[src/rtl/ffr_pkg.sv]
package ffr_pkg;
  localparam int FFR_NREG = 8;
  localparam int FFR_DW   = 32;
  localparam int FFR_TW   = 4;
  localparam int FFR_NRP  = 2;
endpackage

[src/rtl/ffr_tag_gen.sv]
module ffr_tag_gen #(
  parameter int TW = 4
) (
  input  logic          clk,
  input  logic          rst_n,
  input  logic          adv,
  output logic [TW-1:0] tag_q
);
  always_ff @(posedge clk) begin
    if (!rst_n)   tag_q <= '0;
    else if (adv) tag_q <= tag_q + TW'(1);
  end
endmodule

[src/rtl/ffr_arch_file.sv]
module ffr_arch_file #(
  parameter int NREG = 8,
  parameter int DW   = 32,
  localparam int AW  = $clog2(NREG)
) (
  input  logic                      clk,
  input  logic                      rst_n,
  input  logic                      ret_en,
  input  logic [AW-1:0]             ret_dst,
  input  logic [DW-1:0]             ret_data,
  output logic [NREG-1:0][DW-1:0]   arch_nx
);
  logic [NREG-1:0][DW-1:0] arch_q;

  // next-state view: includes this cycle's retirement, used by recovery
  always_comb begin
    arch_nx = arch_q;
    if (ret_en) arch_nx[ret_dst] = ret_data;
  end

  always_ff @(posedge clk) begin
    if (!rst_n) arch_q <= '0;
    else        arch_q <= arch_nx;
  end
endmodule

[src/rtl/ffr_future_file.sv]
module ffr_future_file #(
  parameter int NREG = 8,
  parameter int DW   = 32,
  parameter int TW   = 4,
  localparam int AW  = $clog2(NREG)
) (
  input  logic                    clk,
  input  logic                    rst_n,
  input  logic                    recover,
  input  logic [NREG-1:0][DW-1:0] arch_nx,
  input  logic                    disp_en,
  input  logic [AW-1:0]           disp_dst,
  input  logic [TW-1:0]           disp_tag,
  input  logic                    wb_en,
  input  logic [AW-1:0]           wb_dst,
  input  logic [TW-1:0]           wb_tag,
  input  logic [DW-1:0]           wb_data,
  output logic [NREG-1:0]         fv,
  output logic [NREG-1:0][TW-1:0] ftag,
  output logic [NREG-1:0][DW-1:0] fdata
);
  for (genvar i = 0; i < NREG; i++) begin : g_ent
    logic hit_d, hit_w;
    assign hit_d = disp_en && (disp_dst == AW'(i));
    assign hit_w = wb_en && (wb_dst == AW'(i)) && !fv[i] && (ftag[i] == wb_tag);

    always_ff @(posedge clk) begin
      if (!rst_n) begin
        fv[i]    <= 1'b1;
        ftag[i]  <= '0;
        fdata[i] <= '0;
      end else if (recover) begin
        fv[i]    <= 1'b1;
        fdata[i] <= arch_nx[i];
      end else if (hit_d) begin
        fv[i]    <= 1'b0;
        ftag[i]  <= disp_tag;
      end else if (hit_w) begin
        fv[i]    <= 1'b1;
        fdata[i] <= wb_data;
      end
    end
  end
endmodule

[src/rtl/ffr_tracker.sv]
module ffr_tracker #(
  parameter int NREG = ffr_pkg::FFR_NREG,
  parameter int DW   = ffr_pkg::FFR_DW,
  parameter int TW   = ffr_pkg::FFR_TW,
  parameter int NRP  = ffr_pkg::FFR_NRP,
  localparam int AW  = $clog2(NREG)
) (
  input  logic              clk,
  input  logic              rst_n,
  input  logic              recover,
  input  logic              disp_valid,
  input  logic [AW-1:0]     disp_dst,
  output logic [TW-1:0]     disp_tag,
  input  logic              wb_valid,
  input  logic [AW-1:0]     wb_dst,
  input  logic [TW-1:0]     wb_tag,
  input  logic [DW-1:0]     wb_data,
  input  logic              ret_valid,
  input  logic [AW-1:0]     ret_dst,
  input  logic [DW-1:0]     ret_data,
  input  logic [NRP*AW-1:0] rd_idx,
  output logic [NRP-1:0]    rd_valid,
  output logic [NRP*DW-1:0] rd_data,
  output logic [NRP*TW-1:0] rd_tag
);
  logic                    disp_en, wb_en;
  logic [NREG-1:0][DW-1:0] arch_nx;
  logic [NREG-1:0]         fv;
  logic [NREG-1:0][TW-1:0] ftag;
  logic [NREG-1:0][DW-1:0] fdata;

  assign disp_en = disp_valid && !recover;
  assign wb_en   = wb_valid && !recover;

  ffr_tag_gen #(.TW(TW)) tag_i (
    .clk(clk), .rst_n(rst_n), .adv(disp_en), .tag_q(disp_tag)
  );

  ffr_arch_file #(.NREG(NREG), .DW(DW)) arch_i (
    .clk(clk), .rst_n(rst_n), .ret_en(ret_valid), .ret_dst(ret_dst),
    .ret_data(ret_data), .arch_nx(arch_nx)
  );

  ffr_future_file #(.NREG(NREG), .DW(DW), .TW(TW)) fut_i (
    .clk(clk), .rst_n(rst_n), .recover(recover), .arch_nx(arch_nx),
    .disp_en(disp_en), .disp_dst(disp_dst), .disp_tag(disp_tag),
    .wb_en(wb_en), .wb_dst(wb_dst), .wb_tag(wb_tag), .wb_data(wb_data),
    .fv(fv), .ftag(ftag), .fdata(fdata)
  );

  for (genvar p = 0; p < NRP; p++) begin : g_rd
    logic [AW-1:0] sel;
    assign sel                   = rd_idx[p*AW +: AW];
    assign rd_valid[p]           = fv[sel];
    assign rd_data[p*DW +: DW]   = fdata[sel];
    assign rd_tag[p*TW +: TW]    = ftag[sel];
  end
endmodule

[config.mk]
export PLATFORM = sky130hd
export DESIGN_NAME = ffr_tracker
export DESIGN_NICKNAME = d
export VERILOG_FILES = /design/src/rtl/ffr_pkg.sv /design/src/rtl/ffr_tag_gen.sv /design/src/rtl/ffr_arch_file.sv /design/src/rtl/ffr_future_file.sv /design/src/rtl/ffr_tracker.sv
export SDC_FILE = /design/constraint.sdc
export NUM_CORES = 1
export LEC_CHECK = 0
export ABC_AREA = 0
export BUFFER_PORTS_ARGS = -buffer_cell sky130_fd_sc_hd__buf_2
export CAP_MARGIN = 20
export CORE_MARGIN = 2
export CORE_UTILIZATION = 50
export DETAILED_ROUTE_END_ITERATION = 8
export PLACE_DENSITY = 0.71
export SLEW_MARGIN = 40
export SYNTH_ARGS = -nofsm -noshare
export SYNTH_HDL_FRONTEND = slang
export SYNTH_SLANG_ARGS = --single-unit
[constraint.sdc]
create_clock -name clk -period 4.35 [get_ports clk]
set_input_delay 0.2175 -clock clk [delete_from_list [all_inputs] [get_ports clk]]
set_output_delay 0.2175 -clock clk [all_outputs]
set_load 0.1 [all_outputs]
==> impl_metrics.env <==
export IMPL_worstSetupPathType="in2out"
export IMPL_power_switching_mw=3.47
export IMPL_synth_top_area_cell="dfxtp_1"
export IMPL_first_iter_violations=1343
export IMPL_cts_setup_buffers=0
export IMPL_initial_core_util_pct=50.3
export IMPL_fmax_mhz=382
export IMPL_antenna_found_initial=4
export IMPL_seq_power_share_pct=42.6
export IMPL_hold_viol=0
export IMPL_synth_top_area_share_pct=40.4
export IMPL_final_common_cell="dfxtp_1"
export IMPL_globalplace_congestion=0.854
export IMPL_die_w_um=239
export IMPL_clock_tree_buffer_depth=3
export IMPL_min_period_ps=2620
export IMPL_fin_skew_ps=15.7
export IMPL_slew_viol_final=0
export IMPL_grt_pass1_vias=20062
export IMPL_rsz0062_at_grt="no"
export IMPL_end_kind="output port"
export IMPL_fp_dieArea_mm2=0.0570
export IMPL_hold_class="in2reg"
export IMPL_grt_max_degree=113
export IMPL_root_buffer="clkbuf_16"
export IMPL_rows=86
export IMPL_via_per_inst=5.85
export IMPL_cts_max_level=2
export IMPL_ir_worst_vdd_uv=333
export IMPL_gr_total_overflow=0
export IMPL_cts_tree="done"
export IMPL_final_net_count=2677
export IMPL_die_h_um=239
export IMPL_p_int_mw=9.25
export IMPL_worst_setup_path_start_kind="input pin"
export IMPL_drcViolationCount=0
export IMPL_final_cell_mix="556 x dfxtp_1, 521 x mux2i_1, 295 x nand2_1, 269 x nor2b_1, 256 x a21o_1"
export IMPL_core_area_mm2=0.0548
export IMPL_avgSynthCellArea_um2=10.9
export IMPL_drv_cap=0
export IMPL_tns_ps=0
export IMPL_timing_final_crit_share_pct=60.1
export IMPL_ant_nets=0
export IMPL_clockPowerShare_pct=42.8
export IMPL_yosysWarnings=0
export IMPL_clk_latency_ps=620
export IMPL_async_reset_ff_share_pct=0
export IMPL_num_io_pins=167
export IMPL_seq_area_frac_synth_pct=40.4
export IMPL_ctsResizeCount=0
export IMPL_dpl_worst_slack_ps=1350
export IMPL_portBuffers=166
export IMPL_worst_ep_arrival_time_ps=2400
export IMPL_hpwl_mm=45.5
export IMPL_fin_ws_ps=1730
export IMPL_num_vias=19537
export IMPL_dr_pass1_iters=4
export IMPL_wl_mm=74.7
export IMPL_clock_sinks=556
export IMPL_cts_made_buffers=58
export IMPL_swShare_pct=27.3
export IMPL_slew_headroom_pct=41.9
export IMPL_drive_gt1_share_pct=21.2
export IMPL_crit_fanout=45
export IMPL_synth_main_ff_cell="dfxtp_1"
export IMPL_area_growth_pct=12.7
export IMPL_synth_edff_count=0
export IMPL_power_density_mw_per_mm2=409
export IMPL_yosysUniqueCellTypes=44
export IMPL_setup_viol=0
export IMPL_grt_pass1_wl_mm=116
export IMPL_synth_nets=2630
export IMPL_yosys_top_cells_area="dfxtp_1 40%, mux2i_1 19%, mux4_2 12%"
export IMPL_power_combinational_fraction_pct=14.6
export IMPL_outcome="completed"
export IMPL_cellLeakagePower_nw=13.2
export IMPL_grt_util_all_layers_pct=26.2
export IMPL_synth_area_mm2=0.0276
export IMPL_required_ps=4130
export IMPL_synth_cells=2540
export IMPL_synth_seq_cells=556
export IMPL_wl_per_cell_um=22.4
export IMPL_tightest_slew_ps=871
export IMPL_clk_pin_slew_ps=60
## flip-flops by register name (all words and copies together) (netlist names)
name	cells
fut_i.fdata	256
fut_i.ftag	32
tag_i.tag_q	4
fut_i.fv	8
arch_i.arch_q	256
## per-stage QoR
stage	area, µm²	hold slack (ps)	instances	total power, mW	util [%]
after detailed placement	28900	463	3225	7.37	52.8
after CTS	31000	0.195	3337	12.8	56.7
after global placement	28800	451	3219	7.32	52.6
after global routing	31100	25.7	3339	13.1	56.7
final	31100	20.8	3341	12.7	56.7
after floorplan	27600	445	2540	6.93	-
## final cells by class
| type | instances | area, µm² |
|---|---|---|
| clock inverter | 26 | 399 |
| antenna | 2 | 5.00 |
| timing repair buffer | 225 | 1450 |
| inverter | 4 | 15.0 |
| sequential | 556 | 11100 |
| multi-input combinational | 1742 | 15500 |
| fill | 4609 | 23700 |
| tap | 704 | 881 |
| clock buffer | 82 | 1690 |
## path summary, 6_finish.rpt
path | cells after the start | slack, ps | from | to
hold / removal | 3 | 20 | ret_data[22] | arch_i.arch_q[214]
hold reg to reg | 2 | 470 | fut_i.fdata[67] | fut_i.fdata[67]
setup reg to reg | 5 | 2180 | fut_i.ftag[11] | fut_i.fdata[74]
setup / recovery | 5 | 1730 | rd_idx[3] | rd_tag[4]
## repair_timing
| item | in CTS | in global routing |
|---|---|---|
| hold buffers | 4 | 0 |
| endpoints found under the hold margin | 7 | 0 |
| endpoints found under the setup margin | 0 | 0 |
## logic make-up after synthesis
family          count (synthesis)  share of synthesized area [%]
mux                           743                           34.0
simple gates                  627                           11.7
flops                         556                           40.4
compound gates                336                           8.93
buf+inv                       242                           3.84
xor+xnor                       35                           1.11
fa+ha+maj                       1                         0.0454
## power by group through the flow
stage | registers, mW | clock network [mW] | logic, mW
floorplan | 5.49 | 0 | 1.44
global placement | 5.51 | 0 | 1.81
detailed placement | 5.53 | 0 | 1.85
CTS | 5.42 | 5.50 | 1.86
global route | 5.44 | 5.71 | 1.96
finish | 5.42 | 5.45 | 1.86
## metal layers
| metal | wire length, µm | GRT usage (%) | share of wire [%] |
|---|---|---|---|
| met5 | 16 | 0 | 0.021 |
| met2 | 35300 | 43.3 | 47 |
| met4 | 2240 | 8.09 | 3.0 |
| met3 | 4240 | 4.72 | 5.7 |
| met1 | 32900 | 35.1 | 44 |
## critical path: stages
cell and delay, ps:
buf_6 560, buf_4 400, mux4_2 570, mux2_2 290, buf_2 290
## cell usage after synthesis, types with 10 or more instances
cell type  instances
mux4_2           148
nor2b_1          269
nor2_1            10
nand2_1          295
a21o_1           256
o21ai_0           38
mux2i_1          521
buf_2             56
buf_4             15
nand3_1           17
xor2_1            27
dfxtp_1          556
mux2_2            74
clkbuf_1         158
a21boi_0          24
No activity file was read; power rests on OpenSTA's default activity.
